[src/rtl/can_bt_pkg.sv]
// Shared types for the CAN bit timing unit.
package can_bt_pkg;
    // Segment currently being executed within a nominal bit.
    typedef enum logic [1:0] {
        SEG_SYNC = 2'd0,
        SEG_ONE  = 2'd1,
        SEG_TWO  = 2'd2
    } seg_t;
endpackage

[src/rtl/cbt_edge_det.sv]
// Recessive-to-dominant edge detector sampled on quantum ticks.
// Assumes rx_in is already synchronized to clk. The previous level is
// only refreshed on ticks, so an edge is judged quantum to quantum.
module cbt_edge_det (
    input  logic clk,
    input  logic rst_n,
    input  logic tq_en,
    input  logic rx_in,
    output logic fall
);
    logic prev_q;

    // Remember the bus level seen at the previous tick (idle is recessive).
    always_ff @(posedge clk) begin
        if (!rst_n)
            prev_q <= 1'b1;
        else if (tq_en)
            prev_q <= rx_in;
    end

    // Falling edge on this tick: recessive last quantum, dominant now.
    always_comb fall = tq_en & prev_q & ~rx_in;
endmodule

[src/rtl/cbt_cfg_check.sv]
// Configuration sanity check: flags bits shorter than the minimum length.
// Assumes lengths are encoded as value minus one.
module cbt_cfg_check #(
    parameter int BS1_W   = 4,
    parameter int BS2_W   = 3,
    parameter int MIN_TQ  = 5
) (
    input  logic [BS1_W-1:0] bs1_m1,
    input  logic [BS2_W-1:0] bs2_m1,
    output logic             cfg_bad
);
    localparam int SUM_W = ((BS1_W > BS2_W) ? BS1_W : BS2_W) + 2;

    logic [SUM_W-1:0] total;

    // Total bit length: one sync quantum plus both segments.
    always_comb begin
        total   = SUM_W'(bs1_m1) + SUM_W'(bs2_m1) + SUM_W'(3);
        cfg_bad = (total < SUM_W'(MIN_TQ));
    end
endmodule

[src/rtl/cbt_seq.sv]
// Bit segment sequencer: walks sync, first and second segments one
// quantum per tick and applies hard sync and bounded resynchronization.
// Assumes the configuration is stable while bits are being timed.
module cbt_seq
    import can_bt_pkg::*;
#(
    parameter int BS1_W = 4,
    parameter int BS2_W = 3,
    parameter int RJW_W = 2
) (
    input  logic             clk,
    input  logic             rst_n,
    input  logic             tq_en,
    input  logic             fall,
    input  logic             rx_in,
    input  logic             hsync_req,
    input  logic [BS1_W-1:0] bs1_m1,
    input  logic [BS2_W-1:0] bs2_m1,
    input  logic [RJW_W-1:0] rjw_m1,
    output logic             rx_bit,
    output logic             sample_pulse,
    output logic             bit_start
);
    localparam int MAX_SW = (BS1_W > BS2_W) ? BS1_W : BS2_W;
    localparam int CNT_W  = ((MAX_SW > RJW_W) ? MAX_SW : RJW_W) + 2;

    seg_t             seg_q, seg_d;
    logic [CNT_W-1:0] cnt_q, cnt_d;
    logic [CNT_W-1:0] ext_q, ext_d;
    logic [CNT_W-1:0] shr_q, shr_d;
    logic             done_q, done_d;
    logic             start_d, samp_d, rxbit_d;
    logic [CNT_W-1:0] len1, len2, rjw, perr, rem;
    logic             go;

    // Decoded segment lengths and jump width.
    always_comb begin
        len1 = CNT_W'(bs1_m1) + CNT_W'(1);
        len2 = CNT_W'(bs2_m1) + CNT_W'(1);
        rjw  = CNT_W'(rjw_m1) + CNT_W'(1);
        perr = cnt_q + CNT_W'(1);
        rem  = len2 - cnt_q;
    end

    // Next-quantum decision for the running segment.
    always_comb begin
        seg_d   = seg_q;
        cnt_d   = cnt_q;
        ext_d   = ext_q;
        shr_d   = shr_q;
        done_d  = done_q;
        samp_d  = 1'b0;
        rxbit_d = rx_bit;
        go      = 1'b0;
        if (tq_en) begin
            if (hsync_req && fall) begin
                go = 1'b1;
            end else begin
                case (seg_q)
                    SEG_SYNC: go = 1'b1;
                    SEG_ONE: begin
                        if (fall && !done_q) begin
                            ext_d  = (perr < rjw) ? perr : rjw;
                            done_d = 1'b1;
                        end
                        if (perr == len1 + ext_d) begin
                            samp_d  = 1'b1;
                            rxbit_d = rx_in;
                            seg_d   = SEG_TWO;
                            cnt_d   = '0;
                        end else begin
                            cnt_d = perr;
                        end
                    end
                    SEG_TWO: begin
                        if (fall && !done_q && rem <= rjw) begin
                            go = 1'b1;
                        end else begin
                            if (fall && !done_q) begin
                                shr_d  = rjw;
                                done_d = 1'b1;
                            end
                            if (perr == len2 - shr_d) begin
                                seg_d = SEG_SYNC;
                                cnt_d = '0;
                            end else begin
                                cnt_d = perr;
                            end
                        end
                    end
                    default: seg_d = SEG_SYNC;
                endcase
            end
        end
        if (go) begin
            seg_d  = SEG_ONE;
            cnt_d  = '0;
            ext_d  = '0;
            shr_d  = '0;
            done_d = 1'b0;
        end
        start_d = go;
    end

    // Register the segment state and the output pulses.
    always_ff @(posedge clk) begin
        if (!rst_n) begin
            seg_q        <= SEG_SYNC;
            cnt_q        <= '0;
            ext_q        <= '0;
            shr_q        <= '0;
            done_q       <= 1'b0;
            rx_bit       <= 1'b1;
            sample_pulse <= 1'b0;
            bit_start    <= 1'b0;
        end else begin
            seg_q        <= seg_d;
            cnt_q        <= cnt_d;
            ext_q        <= ext_d;
            shr_q        <= shr_d;
            done_q       <= done_d;
            rx_bit       <= rxbit_d;
            sample_pulse <= samp_d;
            bit_start    <= start_d;
        end
    end
endmodule

[src/rtl/can_bit_timer.sv]
// CAN bit timing unit top: edge detection, segment sequencing and
// configuration check. Assumes one-clock quantum ticks from a prescaler
// and a synchronized bus input.
module can_bit_timer #(
    parameter int BS1_W = 4,
    parameter int BS2_W = 3,
    parameter int RJW_W = 2
) (
    input  logic             clk,
    input  logic             rst_n,
    input  logic             tq_en,
    input  logic             rx_in,
    input  logic             hsync_req,
    input  logic [BS1_W-1:0] bs1_m1,
    input  logic [BS2_W-1:0] bs2_m1,
    input  logic [RJW_W-1:0] rjw_m1,
    output logic             rx_bit,
    output logic             sample_pulse,
    output logic             bit_start,
    output logic             cfg_bad
);
    logic fall;

    cbt_edge_det u_edge (
        .clk   (clk),
        .rst_n (rst_n),
        .tq_en (tq_en),
        .rx_in (rx_in),
        .fall  (fall)
    );

    cbt_seq #(.BS1_W(BS1_W), .BS2_W(BS2_W), .RJW_W(RJW_W)) u_seq (
        .clk          (clk),
        .rst_n        (rst_n),
        .tq_en        (tq_en),
        .fall         (fall),
        .rx_in        (rx_in),
        .hsync_req    (hsync_req),
        .bs1_m1       (bs1_m1),
        .bs2_m1       (bs2_m1),
        .rjw_m1       (rjw_m1),
        .rx_bit       (rx_bit),
        .sample_pulse (sample_pulse),
        .bit_start    (bit_start)
    );

    cbt_cfg_check #(.BS1_W(BS1_W), .BS2_W(BS2_W), .MIN_TQ(5)) u_cfg (
        .bs1_m1  (bs1_m1),
        .bs2_m1  (bs2_m1),
        .cfg_bad (cfg_bad)
    );
endmodule

[config.mk]
export PLATFORM = sky130hd
export DESIGN_NAME = can_bit_timer
export DESIGN_NICKNAME = d
export VERILOG_FILES = /design/src/rtl/can_bt_pkg.sv /design/src/rtl/cbt_edge_det.sv /design/src/rtl/cbt_cfg_check.sv /design/src/rtl/cbt_seq.sv /design/src/rtl/can_bit_timer.sv
export SDC_FILE = /design/constraint.sdc
export NUM_CORES = 1
export LEC_CHECK = 0
export BUFFER_PORTS_ARGS = -buffer_cell sky130_fd_sc_hd__buf_2
export CELL_PAD_IN_SITES_DETAIL_PLACEMENT = 1
export CELL_PAD_IN_SITES_GLOBAL_PLACEMENT = 2
export CORE_ASPECT_RATIO = 1.1
export CORE_MARGIN = 2
export CORE_UTILIZATION = 30
export DETAILED_ROUTE_END_ITERATION = 6
export GPL_TIMING_DRIVEN = 0
export PLACE_DENSITY = 0.66
export RECOVER_POWER = 100
export SLEW_MARGIN = 20
export SYNTH_ARGS = -nofsm -noshare
export SYNTH_HDL_FRONTEND = slang
export SYNTH_HIERARCHICAL = 1
export SYNTH_SLANG_ARGS = --single-unit
[constraint.sdc]
create_clock -name clk -period 5.4 [get_ports clk]
set_clock_uncertainty 0.2 [all_clocks]
set_input_delay 0.27 -clock clk [delete_from_list [all_inputs] [get_ports clk]]
set_output_delay 0.27 -clock clk [all_outputs]
set_load 0.03 [all_outputs]
==> summary.md <==
| Metric | Value |
|---|---|
| Cell Area, Synth | `2240 um2` |
| Gp weighted congestion | `0.750` |
| Status | `finished clean` |
| Relative slew slack | `0.400` |
| Vias in the first global route | `1922` |
| Multi-input gate area | `1570 um2` |
| Detailed Place HPWL | `4.68 mm` |
| MaxCap Viol Count | `0` |
| Final min period | `4.93 ns` |
| Design Area, Final | `2470 um2` |
| Starting Density | `0.304` |
| Predominant post-synthesis flop cell | `dfxtp_1` |
| Routed WL per cell | `15.0 um` |
| Max Root-Sink Buffers | `2` |
| Die Y | `94.5 um` |
| Worst-path clk slew | `0.10 ns` |
| Worst-skew pair later-pin latency | `0.28 ns` |
| Vias | `1880` |
| Die area | `8160 um2` |
| Setup Viol. Count Final | `0` |
| Core ar. | `7350 um2` |
| Hold Startpoint | `rx_in` |
| CTS tree | `built` |
| P_leak | `1.04 nW` |
| Seq cells post-synth | `25` |
| Residual DRC | `0` |
| Fillers | `915` |
| Syn nets | `314` |
| Final hold violations | `0` |
| Sum Neg Setup Slack | `0 ns` |
| All-Layer GR Usage | `0.150` |
| # IOs | `18` |
| PwrDens | `186 nW/um2` |
| Max Fclk | `0.203 GHz` |
| GR Overflow Total | `0` |
| Area leader, netlist | `dfxtp_1` |
| Async SR Flop Fraction | `0` |
| CTS sink cnt | `25` |
| Placed inst area | `2430 um2` |
| Share of cells above drive strength 1 | `0.0890` |
| H-tree depth | `1` |
| Register area | `500 um2` |
| Crit-path max FO | `6` |
| Cell Count Post-Placement | `374` |
| Slew Limit Fails | `0` |
| WP data required | `5.35 ns` |
| Slew of the pin with the lowest slew margin | `0.897 ns` |
| Number of diodes | `0` |
| First-pass GRT wire length | `9.52 mm` |
| Die width | `86.3 um` |
| CTS Buf Count | `3` |
| Iter 0 DRT Violations | `51` |
| Most common cell in the synthesized netlist | `inv_1` |
| Setup crit start kind | `register` |
| Root Driver | `clkbuf_8` |
| Largest net degree at the start of global routing | `16` |
| Critical Path Start | `u_seq/cnt_q[1]` |
| Row count | `33` |
| Critical R2R Launch | `u_seq/cnt_q[1]` |
| Number of port buffers | `17` |
| Vias per inst | `4.96` |
| Antenna Nets Post-Route | `0` |
| Crit Path Category | `register to register` |
| Area grow syn2layout | `10.6%` |
| Crit path DAT | `4.88 ns` |
| Initial antenna violation count | `0` |
| Synth area leaders | `dfxtp_1 22%, ha_1 15%, inv_1 5.5%, xor2_1 4.7%, mux2i_1 4.5%` |
| Synth Instances | `270` |
| Final net count | `337` |
| Synth Area per Inst | `8.28 um2` |
| Post-synth top area share | `0.224` |
| Min-delay worst type | `input port to register` |
| Setup Fix Bufs, Post-CTS | `0` |
| Drt pass-1 iters | `4` |
| WL final | `5.67 mm` |
| Final period util | `0.913` |
| Warnings from Yosys | `6` |
| Sequential fraction of the synthesis area | `0.224` |
| Crit path capture type | `register` |
| Post-route insts no fill | `379` |
| Distinct cell type count after synthesis | `49` |
| Number of synthesized flops with an enable pin | `0` |
| Synth top cells by count | `33 x inv_1, 26 x ha_1, 25 x dfxtp_1` |
| RSZ-0062 raised after global routing | `false` |
| Peak supply drop | `0.0982 mV` |
-- stage by stage --
stage | hold WS (ns) | worst slack (ns) | power (mW) | utilization
finish | 0.0242 | 0.472 | 0.461 | 0.336
global route | 0.0500 | 0.135 | 0.500 | 0.336
CTS | 0.00817 | 0.301 | 0.478 | 0.339
detailed placement | 0.241 | 0.353 | 0.351 | 0.331
global placement | 0.235 | 0.339 | 0.348 | 0.331
floorplan | 0.132 | 1.28 | 0.309 | -
-- worst paths after layout --
kind / to / slack (ns) / cells after the start
setup / recovery: u_seq/cnt_q[3] / 0.47 / 18
hold reg to reg: u_seq/ext_q[3] / 0.26 / 1
hold / removal: u_seq/rx_bit / 0.02 / 3
setup reg to reg: u_seq/cnt_q[3] / 0.47 / 18
-- worst max-delay path, cell delays in order (launching register included) --
cell	delay (ns)
dfxtp_1	0.43
ha_1	0.26
xor2_1	0.44
ha_1	0.31
o21ai_0	0.07
and4b_1	0.20
clkbuf_1	0.20
mux2i_1	0.25
mux2i_1	0.11
ha_1	0.25
fa_1	0.40
nand2b_1	0.16
a21oi_1	0.16
xor2_1	0.23
xnor2_1	0.14
a2111oi_4	0.44
o2bb2ai_1	0.29
or3b_1	0.19
a21oi_1	0.06
-- logic make-up (layout without fill, tap and decap cells) --
| kind of cell | Yosys count | after routing | share of synthesized area |
|---|---|---|---|
| fa+ha+maj | 30 | 30 | 0.181 |
| compound gates | 54 | 54 | 0.165 |
| flops | 25 | 25 | 0.224 |
| buf+inv | 41 | 63 | 0.0761 |
| simple gates | 85 | 85 | 0.199 |
| xor+xnor | 25 | 25 | 0.110 |
| mux | 10 | 10 | 0.0448 |
-- layout make-up --
cell class | instances | area share
Clock inverter | 1 | 0.00304
Tap cell | 87 | 0.0440
Multi-Input combinational cell | 204 | 0.634
Buffer | 8 | 0.0142
Inverter | 33 | 0.0501
Clock buffer | 3 | 0.0167
Sequential cell | 25 | 0.202
Timing Repair Buffer | 18 | 0.0359
-- routing by layer --
metal	track usage	vias up	part of all wire
met5	0	-	0
li1	-	965	-
met4	0.0195	0	0.0048
met1	0.188	895	0.47
met3	0.0236	2	0.020
met2	0.278	18	0.50
-- power by group --
part / leakage [nW] / internal, mW / switching, mW
registers: 0.202 / 0.187 / 0.00195
logic: 0.819 / 0.0639 / 0.0901
clock network: 0.0217 / 0.0524 / 0.0656
total: 1.04 / 0.303 / 0.158
-- cells in the final DEF, fill, tap and decap left out, drive strengths merged, types with 4 or more instances in the layout --
cell	n
inv	33
nand2b	7
nand3	8
xnor2	11
a21oi	17
nor2b	4
fa	4
dfxtp	25
or3	4
nor3	5
mux2i	10
nor2	20
xor2	12
clkbuf	11
and2	5
nand2	20
buf	17
o21ai	12
ha	26
-- sequential cells by signal, indices dropped and copies added, names as in the netlist --
signal,count
u_seq/done_q,1
u_seq/sample_pulse,1
u_seq/rx_bit,1
u_seq/seg_q,2
u_seq/bit_start,1
u_edge/prev_q,1
u_seq/cnt_q,6
u_seq/ext_q,6
u_seq/shr_q,6
-- what timing repair did --
item                                    4_1_cts  5_1_grt
hold buffers                                  1        0
endpoints found under the setup margin        0        1
hold endpoints to repair                      2        0
resized for setup                             0        1
Note: power is estimated with default switching activity, not from simulation.
